--- config.mk ---
export PLATFORM = sky130hd
export DESIGN_NAME = pt_walker
export DESIGN_NICKNAME = d
export VERILOG_FILES = /design/src/rtl/pt_walk_pkg.sv /design/src/rtl/pt_vpn_split.sv /design/src/rtl/pt_entry_addr.sv /design/src/rtl/pt_walk_fsm.sv /design/src/rtl/pt_walker.sv
export SDC_FILE = /design/constraint.sdc
export NUM_CORES = 1
export LEC_CHECK = 0
export ABC_CLOCK_PERIOD_IN_PS = 3800
export BUFFER_PORTS_ARGS = -buffer_cell sky130_fd_sc_hd__buf_2
export CAP_MARGIN = 20
export CORE_MARGIN = 2
export CORE_UTILIZATION = 55
export DETAILED_ROUTE_END_ITERATION = 8
export PLACE_DENSITY = 0.95
export SLEW_MARGIN = 20
export SYNTH_ARGS = -nofsm -noshare
export SYNTH_HDL_FRONTEND = slang
export SYNTH_SLANG_ARGS = --single-unit
--- constraint.sdc ---
create_clock -name clk -period 3.8 [get_ports clk]
set_input_delay 0.76 -clock clk [delete_from_list [all_inputs] [get_ports clk]]
set_output_delay 0.76 -clock clk [all_outputs]
set_load 0.005 [all_outputs]
--- src/rtl/pt_walk_pkg.sv ---
// Shared types for the two-level page table walker.
// Assumes: nothing beyond the IEEE 1800-2017 language.
package pt_walk_pkg;

    // Walk sequence; the order of the steps is the order of the reads.
    typedef enum logic [2:0] {
        ST_IDLE    = 3'd0,
        ST_RD_DIR  = 3'd1,
        ST_WT_DIR  = 3'd2,
        ST_RD_LEAF = 3'd3,
        ST_WT_LEAF = 3'd4,
        ST_FINISH  = 3'd5
    } walk_state_t;

endpackage

--- src/rtl/pt_vpn_split.sv ---
// Splits a virtual page number into a directory index (upper bits) and a
// leaf-table index (lower bits).
// Assumes: VPN_W > LEAF_W > 0.
module pt_vpn_split #(
    parameter int VPN_W  = 20,
    parameter int LEAF_W = 10,
    localparam int DIR_W = VPN_W - LEAF_W
) (
    input  logic [VPN_W-1:0]  vpn,
    output logic [DIR_W-1:0]  dir_idx,
    output logic [LEAF_W-1:0] leaf_idx
);

    // Slice the page number into its two table indices.
    always_comb begin
        dir_idx  = vpn[VPN_W-1:LEAF_W];
        leaf_idx = vpn[LEAF_W-1:0];
    end

endmodule

--- src/rtl/pt_entry_addr.sv ---
// Forms the byte address of a table entry: base + index * entry size.
// Assumes: entry size is a power of two, given as ENT_LOG2; the base is
// aligned to the entry size.
module pt_entry_addr #(
    parameter int ADDR_W   = 32,
    parameter int IDX_W    = 10,
    parameter int ENT_LOG2 = 2
) (
    input  logic [ADDR_W-1:0] base,
    input  logic [IDX_W-1:0]  idx,
    output logic [ADDR_W-1:0] addr
);

    // Scale the index to bytes and add it to the table base.
    always_comb begin
        addr = base + (ADDR_W'(idx) << ENT_LOG2);
    end

endmodule

--- src/rtl/pt_walk_fsm.sv ---
// Sequencer for the walk: accept, read directory, wait, read leaf, wait,
// finish. It produces load strobes for the datapath in the top module.
// Assumes: memory returns exactly one mem_rvalid for each read request,
// no earlier than the cycle after the request.
module pt_walk_fsm
    import pt_walk_pkg::*;
(
    input  logic        clk,
    input  logic        rst_n,
    input  logic        req_valid,
    input  logic        mem_rvalid,
    input  logic        entry_ok,
    output walk_state_t state,
    output logic        ld_req,
    output logic        ld_dir,
    output logic        ld_leaf
);

    walk_state_t state_nx;

    // Next-state choice and the load strobes of the current step.
    always_comb begin
        state_nx = state;
        ld_req   = 1'b0;
        ld_dir   = 1'b0;
        ld_leaf  = 1'b0;
        unique case (state)
            ST_IDLE: begin
                if (req_valid) begin
                    ld_req   = 1'b1;
                    state_nx = ST_RD_DIR;
                end
            end
            ST_RD_DIR:  state_nx = ST_WT_DIR;
            ST_WT_DIR: begin
                if (mem_rvalid) begin
                    ld_dir   = 1'b1;
                    state_nx = entry_ok ? ST_RD_LEAF : ST_FINISH;
                end
            end
            ST_RD_LEAF: state_nx = ST_WT_LEAF;
            ST_WT_LEAF: begin
                if (mem_rvalid) begin
                    ld_leaf  = 1'b1;
                    state_nx = ST_FINISH;
                end
            end
            ST_FINISH:  state_nx = ST_IDLE;
            default:    state_nx = ST_IDLE;
        endcase
    end

    // State register with synchronous active-low reset.
    always_ff @(posedge clk) begin
        if (!rst_n) state <= ST_IDLE;
        else        state <= state_nx;
    end

endmodule

--- src/rtl/pt_walker.sv ---
// Two-level page table walker. Takes a virtual address and a directory
// base, reads the directory entry, then (when valid) the leaf entry, and
// reports a frame number or a fault with a one-cycle done pulse.
// Assumes: the directory base is aligned to the entry size; entries carry
// a valid flag in bit 0 and a frame number in their upper bits.
module pt_walker #(
    parameter int ADDR_W   = 32,
    parameter int OFF_W    = 12,
    parameter int LEAF_W   = 10,
    parameter int ENT_LOG2 = 2,
    localparam int VPN_W   = ADDR_W - OFF_W,
    localparam int DIR_W   = VPN_W - LEAF_W,
    localparam int FRAME_W = ADDR_W - OFF_W
) (
    input  logic               clk,
    input  logic               rst_n,
    input  logic               req_valid,
    output logic               req_ready,
    input  logic [ADDR_W-1:0]  req_vaddr,
    input  logic [ADDR_W-1:0]  req_root,
    output logic               mem_req,
    output logic [ADDR_W-1:0]  mem_addr,
    input  logic               mem_rvalid,
    input  logic [ADDR_W-1:0]  mem_rdata,
    output logic               done,
    output logic               fault,
    output logic [FRAME_W-1:0] frame
);
    import pt_walk_pkg::*;

    walk_state_t        state;
    logic               ld_req, ld_dir, ld_leaf;
    logic [VPN_W-1:0]   vpn_q;
    logic [ADDR_W-1:0]  root_q;
    logic [FRAME_W-1:0] leaf_tbl_q;
    logic [FRAME_W-1:0] frame_q;
    logic               fault_q;
    logic [DIR_W-1:0]   dir_idx;
    logic [LEAF_W-1:0]  leaf_idx;
    logic [ADDR_W-1:0]  dir_addr;
    logic [ADDR_W-1:0]  leaf_addr;
    logic [ADDR_W-1:0]  leaf_base;
    logic               entry_ok;

    assign entry_ok  = mem_rdata[0];
    assign leaf_base = {leaf_tbl_q, {OFF_W{1'b0}}};

    pt_walk_fsm u_fsm (
        .clk        (clk),
        .rst_n      (rst_n),
        .req_valid  (req_valid),
        .mem_rvalid (mem_rvalid),
        .entry_ok   (entry_ok),
        .state      (state),
        .ld_req     (ld_req),
        .ld_dir     (ld_dir),
        .ld_leaf    (ld_leaf)
    );

    pt_vpn_split #(.VPN_W(VPN_W), .LEAF_W(LEAF_W)) u_split (
        .vpn      (vpn_q),
        .dir_idx  (dir_idx),
        .leaf_idx (leaf_idx)
    );

    pt_entry_addr #(.ADDR_W(ADDR_W), .IDX_W(DIR_W), .ENT_LOG2(ENT_LOG2)) u_dir_addr (
        .base (root_q),
        .idx  (dir_idx),
        .addr (dir_addr)
    );

    pt_entry_addr #(.ADDR_W(ADDR_W), .IDX_W(LEAF_W), .ENT_LOG2(ENT_LOG2)) u_leaf_addr (
        .base (leaf_base),
        .idx  (leaf_idx),
        .addr (leaf_addr)
    );

    // Latch the request: page number and directory base.
    always_ff @(posedge clk) begin
        if (!rst_n) begin
            vpn_q  <= '0;
            root_q <= '0;
        end else if (ld_req) begin
            vpn_q  <= req_vaddr[ADDR_W-1:OFF_W];
            root_q <= req_root;
        end
    end

    // Latch entry contents: leaf table frame, final frame and fault.
    always_ff @(posedge clk) begin
        if (!rst_n) begin
            leaf_tbl_q <= '0;
            frame_q    <= '0;
            fault_q    <= 1'b0;
        end else if (ld_req) begin
            frame_q <= '0;
            fault_q <= 1'b0;
        end else if (ld_dir) begin
            leaf_tbl_q <= mem_rdata[ADDR_W-1:OFF_W];
            fault_q    <= !entry_ok;
        end else if (ld_leaf) begin
            frame_q <= entry_ok ? mem_rdata[ADDR_W-1:OFF_W] : '0;
            fault_q <= !entry_ok;
        end
    end

    // Drive the request port and the completion outputs from the state.
    always_comb begin
        req_ready = (state == ST_IDLE);
        mem_req   = (state == ST_RD_DIR) || (state == ST_RD_LEAF);
        mem_addr  = (state == ST_RD_LEAF) ? leaf_addr : dir_addr;
        done      = (state == ST_FINISH);
        fault     = done && fault_q;
        frame     = (done && !fault_q) ? frame_q : '0;
    end

endmodule

==> out/qor.csv, run 1 <==
metric,value,unit
die_height,99.1,um
cts_tree,done,
slew_headroom,44.2,%
slowest_stage,fa_1,
path_buf_inv,1,
port_buffers,132,
drc,0,
max_freq,280,MHz
cp.depth,9,
critPathTopFamily,compound AO/OA/AOI/OAI gates,
min_period_over_period,93.8,%
fp.coreArea,8760,um2
dp.cells,858,
setup.worst_path.start_class,flip-flop,
drt_iter0_drc,229,
timing.critical_path.mode_cell,o21ai_1,
r2r-end,fault_q,
die_area,9820,um2
status,"complete, no violations",
r2r-start,u_fsm.state[2],
final_cell_area,5870,um2
clk_latency,0.35,ns
drive_gt1_share,21.9,%
dr.pass1.iters,5,
critical_path.max_fanout,4,
irDropWorstVdd,0.191,mV
endpoint_kind,output port,
cts_buffers,9,
dpl_cell_area,5680,um2
fin_cells,874,
hold_class,flip-flop to flip-flop,
finish.utilization,67.0,%
synth_fp_nets,764,
wl,13100,um
die_w,99.1,um
endpoint,mem_addr[28],
wl_per_cell,15.0,um
placementRows,34,
drv_slew,0,
cts_buffer_depth,2,
p_leak,2.38,nW
crit_start,root_q[2],
clkSinkCount,96,
async_flop_share,0,%
yosysSeqAreaShare,38.7,%
io_pins,156,
cp.required,3.04,ns
cap_violations,0,
place.gp.congestion,0.871,
track_usage,26.2,%
synth-main-ff-cell,dfxtp_1,
synth_top_area_share,38.7,%
fin_nets,872,
grt_pass1_vias,4608,
synthToLayoutAreaGrowth,18.0,%
synth_cells,653,
arrival,2.81,ns
synth_edf_count,0,
yosys_warnings,0,
grt-ovfl-total,0,
antenna_cells,0,
grt_start_max_net_pins,76,
initial_core_util,56.7,%
synth_cell_types,42,
grt_antenna_before_repair,0,
r2r_slack,1.60,ns
cellPowerDensity,363,nW/um2
netlist_area,4970,um2
ant_nets,0,
ys_seq_elements,96,
crit_type,flip-flop to output port,
clkTransAtPathRegs,0.09,ns
vias,4837,
dpl.hpwl,9560,um
syn_avg_cell_area,7.61,um2
grt_pass1_wl,21000,um
hold_violations,0,
cts.root.buffer_cell,clkbuf_8,
finalCriticalPeriod,3.57,ns
synth_top_cell_by_area,dfxtp_1,
setup_viol,0,
r2r_cells,4,
worstMarginPinSlew,0.835,ns
cp_cell_sequence,ha_1 -> fa_1 -> a21oi_1 -> o21ai_1 -> a32o_1 -> o2111ai_1 -> xor2_1 -> o21ai_1 -> buf_2,
fin_skew,0.0125,ns
htreeDepth,3,
max_stage_delay,0.42,ns
vias_per_cell,5.53,
cts_hold_buf,0,
synth.area.top_cells,"dfxtp_1 (39%), nand2_1 (16%), a21boi_0 (9.1%)",
-- metal layers --
| layer | GRT usage, % | up-vias | part of all wire (%) |
|---|---|---|---|
| met5 | 0 | - | 0 |
| met4 | 8.96 | 0 | 1.5 |
| met3 | 3.48 | 20 | 5.1 |
| met2 | 47.5 | 156 | 52 |
| met1 | 31.8 | 2252 | 42 |
| li1 | - | 2409 | - |
-- final cells by class --
type | instances | area [um2]
Sequential cell | 96 | 1920
Inverter | 5 | 18.8
Multi-Input combinational cell | 509 | 2890
Fill cell | 690 | 2900
Clock buffer | 13 | 139
Clock inverter | 3 | 42.5
Tap cell | 108 | 135
Timing Repair Buffer | 140 | 721
-- tightest hold or removal path, stage by stage, from the launching register on --
cell     delay [ns]
dfxtp_1        0.31
nand2_1        0.05
a21oi_1        0.05
-- stage by stage --
stage	hold WS (ns)	power [mW]	setup TNS (ns)	worst slack (ns)
floorplan	0.427	1.35	0	1.02
global placement	0.435	1.48	0	0.584
detailed placement	0.444	1.50	0	0.606
CTS	0.457	2.13	0	0.198
global route	0.480	2.23	-0.00169	-0.00169
finish	0.453	2.13	0	0.234
-- timing repair --
item,CTS,global route
gates resized for setup,0,1
buffers inserted,0,0
setup endpoints to repair,0,2
-- cells in the final DEF (no fill, tap or decap), drive strengths merged, types with 6 or more instances in the layout --
| master | instances |
|---|---|
| nand2 | 206 |
| buf | 140 |
| dfxtp | 96 |
| a21boi | 74 |
| a21oi | 43 |
| nand3 | 29 |
| o21ai | 29 |
| and2 | 27 |
| xnor2 | 20 |
| nor2 | 13 |
| clkbuf | 13 |
| ha | 10 |
| a211oi | 9 |
| nor3 | 7 |
| xor2 | 6 |
-- cell families (layout without fill, tap and decap cells) --
family,count (synthesis),in the layout,share of synthesized area [%]
simple gates,301,301,26.5
compound gates,171,171,23.7
flops,96,96,38.7
buf+inv,48,161,3.70
xor+xnor,26,26,4.58
fa+ha+maj,11,11,2.92
-- worst min path at each step --
stage | start | to | slack [ns] | cells past startpoint
after CTS | frame_q[16] | frame_q[16] | 0.46 | 2
after global routing | frame_q[1] | frame_q[1] | 0.48 | 2
after detailed placement | frame_q[1] | frame_q[1] | 0.44 | 2
after floorplan | frame_q[0] | frame_q[0] | 0.43 | 2
final | frame_q[15] | frame_q[15] | 0.45 | 2
after global placement | frame_q[13] | frame_q[13] | 0.43 | 2
-- cells in the mapped netlist, types with 2 or more instances --
| cell type | instances |
|---|---|
| a2111oi_2 | 3 |
| a211oi_1 | 6 |
| a211oi_2 | 3 |
| a21boi_0 | 60 |
| a21boi_1 | 14 |
| a21o_1 | 2 |
| a21oi_1 | 42 |
| a31oi_1 | 2 |
| and2_1 | 27 |
| and3_1 | 5 |
| buf_2 | 3 |
| clkbuf_1 | 40 |
| dfxtp_1 | 96 |
| ha_1 | 10 |
| inv_1 | 5 |
| nand2_1 | 206 |
| nand3_1 | 29 |
| nor2_1 | 13 |
| nor2b_1 | 5 |
| nor3_1 | 7 |
| nor3b_1 | 2 |
| o21ai_0 | 16 |
| o21ai_1 | 13 |
| or3_1 | 2 |
| xnor2_1 | 20 |
| xor2_1 | 6 |
-- registers in the layout, indices dropped and copies added, names as in the netlist --
register and cells:
frame_q 20, vpn_q 20, leaf_tbl_q 20, root_q 32
fault_q 1, u_fsm.state 3
-- power by group --
part	internal, mW	switching (mW)
sequential	1.06	0.0482
combinational	0.157	0.220
clock	0.305	0.340
Note: power is estimated with default switching activity, not from simulation.
==> run 2, diff against run 1 <==
--- a/config.mk
+++ b/config.mk
@@ -6,12 +6,13 @@
 export NUM_CORES = 1
 export LEC_CHECK = 0
 export ABC_CLOCK_PERIOD_IN_PS = 3800
-export BUFFER_PORTS_ARGS = -buffer_cell sky130_fd_sc_hd__buf_2
 export CAP_MARGIN = 20
 export CORE_MARGIN = 2
 export CORE_UTILIZATION = 55
 export DETAILED_ROUTE_END_ITERATION = 8
-export PLACE_DENSITY = 0.95
+export DONT_BUFFER_PORTS = 1
+export GPL_TIMING_DRIVEN = 0
+export PLACE_DENSITY = 0.81
 export SLEW_MARGIN = 20
 export SYNTH_ARGS = -nofsm -noshare
 export SYNTH_HDL_FRONTEND = slang
==> constraint.sdc (replaced) <==
create_clock -name clk -period 3.8 [get_ports clk]
set_input_delay 0.57 -clock clk [delete_from_list [all_inputs] [get_ports clk]]
set_output_delay 0.57 -clock clk [all_outputs]
set_load 0.005 [all_outputs]
==> out/qor.csv, run 2 (synthesized netlist as in run 1, its figures left out) <==
metric,value,unit,change
status,"complete, no violations",,
r2r-start,u_fsm.state[1],,
clkSinkCount,96,,unchanged
endpoint_kind,output port,,
final_cell_area,5310,um2,-9.5%
setup_viol,0,,unchanged
cts_setup_buffers,0,,unchanged
min_period_over_period,90.2,%,-3.6 points
cap_violations,0,,unchanged
wl,13300,um,+1.4%
power_frac_comb,15.0,%,-2.7 points
drc,0,,unchanged
arrival,2.86,ns,+0.05 ns
cts_hold_buf,0,,unchanged
port_buffers,0,,-100%
irDropWorstVdd,0.211,mV,+11%
vias,4504,,-6.9%
grt_start_max_net_pins,16,,-79%
drive_gt1_share,4.63,%,-17 points
swShare,28.9,%,+0.32 points
slew_headroom,30.6,%,-14 points
cts_buffers,9,,unchanged
multi_input_area,2870,um2,-0.65%
setup.worst_path.start_class,flip-flop,,
r2r_cells,7,,+3
fin_skew,0.0106,ns,-0.00191 ns
fin_ws,0.372,ns,+0.138 ns
cts.root.buffer_cell,clkbuf_8,,
ant_nets,0,,unchanged
regMostFlops,root_q,,
p_int,1.49,mW,-2.0%
final_cell_mix,"nand2_1 (206), dfxtp_1 (96), a21boi_0 (60)",,
finalCriticalPeriod,3.43,ns,-0.138 ns
die_height,99.1,um,unchanged
cellPowerDensity,395,nW/um2,+8.7%
fin_nets,775,,-11%
rsz0062_at_grt,false,,
setup_tns,0,ns,unchanged
initial_core_util,56.7,%,unchanged
wl_per_cell,17.2,um,+14%
worstMarginPinSlew,1.04,ns,+0.205 ns
fp.coreArea,8760,um2,unchanged
cts_resized,0,,unchanged
finish.utilization,60.6,%,-6.4 points
largest_reg_flops,32,,unchanged
drv_slew,0,,unchanged
clkTransAtPathRegs,0.09,ns,about the same
dpl_cell_area,5110,um2,-10%
die_area,9820,um2,unchanged
n_fill_cell,783,,+13%
hold_ws,0.326,ns,-0.127 ns
grt_pass1_wl,20500,um,-2.4%
cts_tree,done,,
crit_type,flip-flop to output port,,
antenna_cells,0,,unchanged
die_w,99.1,um,unchanged
htreeDepth,3,,unchanged
io_pins,156,,unchanged
hp-start,req_root[13],,
dr.pass1.iters,5,,unchanged
cp.required,3.23,ns,+0.19 ns
grt_antenna_before_repair,0,,unchanged
vias_per_cell,5.80,,+4.7%
max_freq,292,MHz,+4.0%
placementRows,34,,unchanged
grt-ovfl-total,0,,unchanged
hold_violations,0,,unchanged
drt_iter0_drc,179,,-22%
final_common_cell,nand2_1,,
dpl.hpwl,10200,um,+7.1%
pre_cts_slack,0.794,ns,+0.188 ns
regArea,1920,um2,unchanged
p_leak,1.81,nW,-24%
clk_latency,0.36,ns,about the same
p_switching,0.606,mW,-0.48%
hold_class,primary input to flip-flop,,
track_usage,26.4,%,+0.24 points
place.gp.congestion,0.860,,-1.2%
cts_buffer_depth,2,,unchanged
critical_path.max_fanout,8,,+4
hold_end,root_q[13],,
r2r_slack,1.68,ns,+0.08 ns
seqPwrFrac,52.6,%,+0.6 points
power.share.clock,32.4,%,+2.1 points
grt_pass1_vias,4315,,-6.4%
synthToLayoutAreaGrowth,6.82,%,
r2r-end,vpn_q[3],,
worst_hold_path.num_cells,2,,unchanged
==> run 2: changes by cell type in the layout (fill, tap and decap cells not counted), sizes merged <==
cell | before | now
clkbuf | 13 | 52
clkinvlp | 1 | 2
buf | 140 | 3
==> run 2: worst max-delay path by stage <==
stage,start,endpoint,slack (ns)
final,root_q[2],mem_addr[18],0.37
after global routing,root_q[2],mem_addr[22],0.26
after CTS,root_q[2],mem_addr[18],0.39
after detailed placement,root_q[2],mem_addr[18],0.79
after global placement,root_q[2],mem_addr[18],0.84
after floorplan,root_q[2],mem_addr[18],1.21
==> run 2: critical path, stage by stage, from the launching register on <==
cell,delay [ns]
dfxtp_1,0.33
ha_1,0.24
fa_1,0.41
a21oi_1,0.23
o21ai_1,0.20
o211ai_2,0.46
a21boi_0,0.20
xnor2_1,0.18
o21ai_0,0.24
==> run 2: area by class of cell <==
class | instances | share of cell area (%)
Inverter | 5 | 0.353
Clock buffer | 12 | 2.73
Clock inverter | 4 | 1.01
Multi-Input combinational cell | 509 | 54.1
Tap cell | 108 | 2.54
Buffer | 43 | 3.11
Sequential cell | 96 | 36.2
==> run 2: stage by stage <==
step                total power, mW  cells
finish                         2.10    777
global route                   2.19    777
CTS                            2.10    777
detailed placement             1.44    761
global placement               1.42    761
floorplan                      1.35    653
==> run 2: power by group through the flow <==
stage | Combinational [mW] | Sequential, mW | Clock [mW]
floorplan | 0.236 | 1.11 | 0
global placement | 0.298 | 1.12 | 0
detailed placement | 0.311 | 1.12 | 0
CTS | 0.313 | 1.10 | 0.686
global route | 0.350 | 1.11 | 0.726
finish | 0.315 | 1.10 | 0.678
==> run 2: layer usage <==
metal | GRT usage (%) | part of all wire (%) | vias to the layer above | wire length (um)
li1 | - | - | 2215 | -
met3 | 7.45 | 7.6 | 44 | 1010
met5 | 0 | 0 | - | 0
met4 | 9.59 | 3.4 | 0 | 449
met2 | 47.7 | 50 | 194 | 6710
met1 | 29.6 | 39 | 2051 | 5160
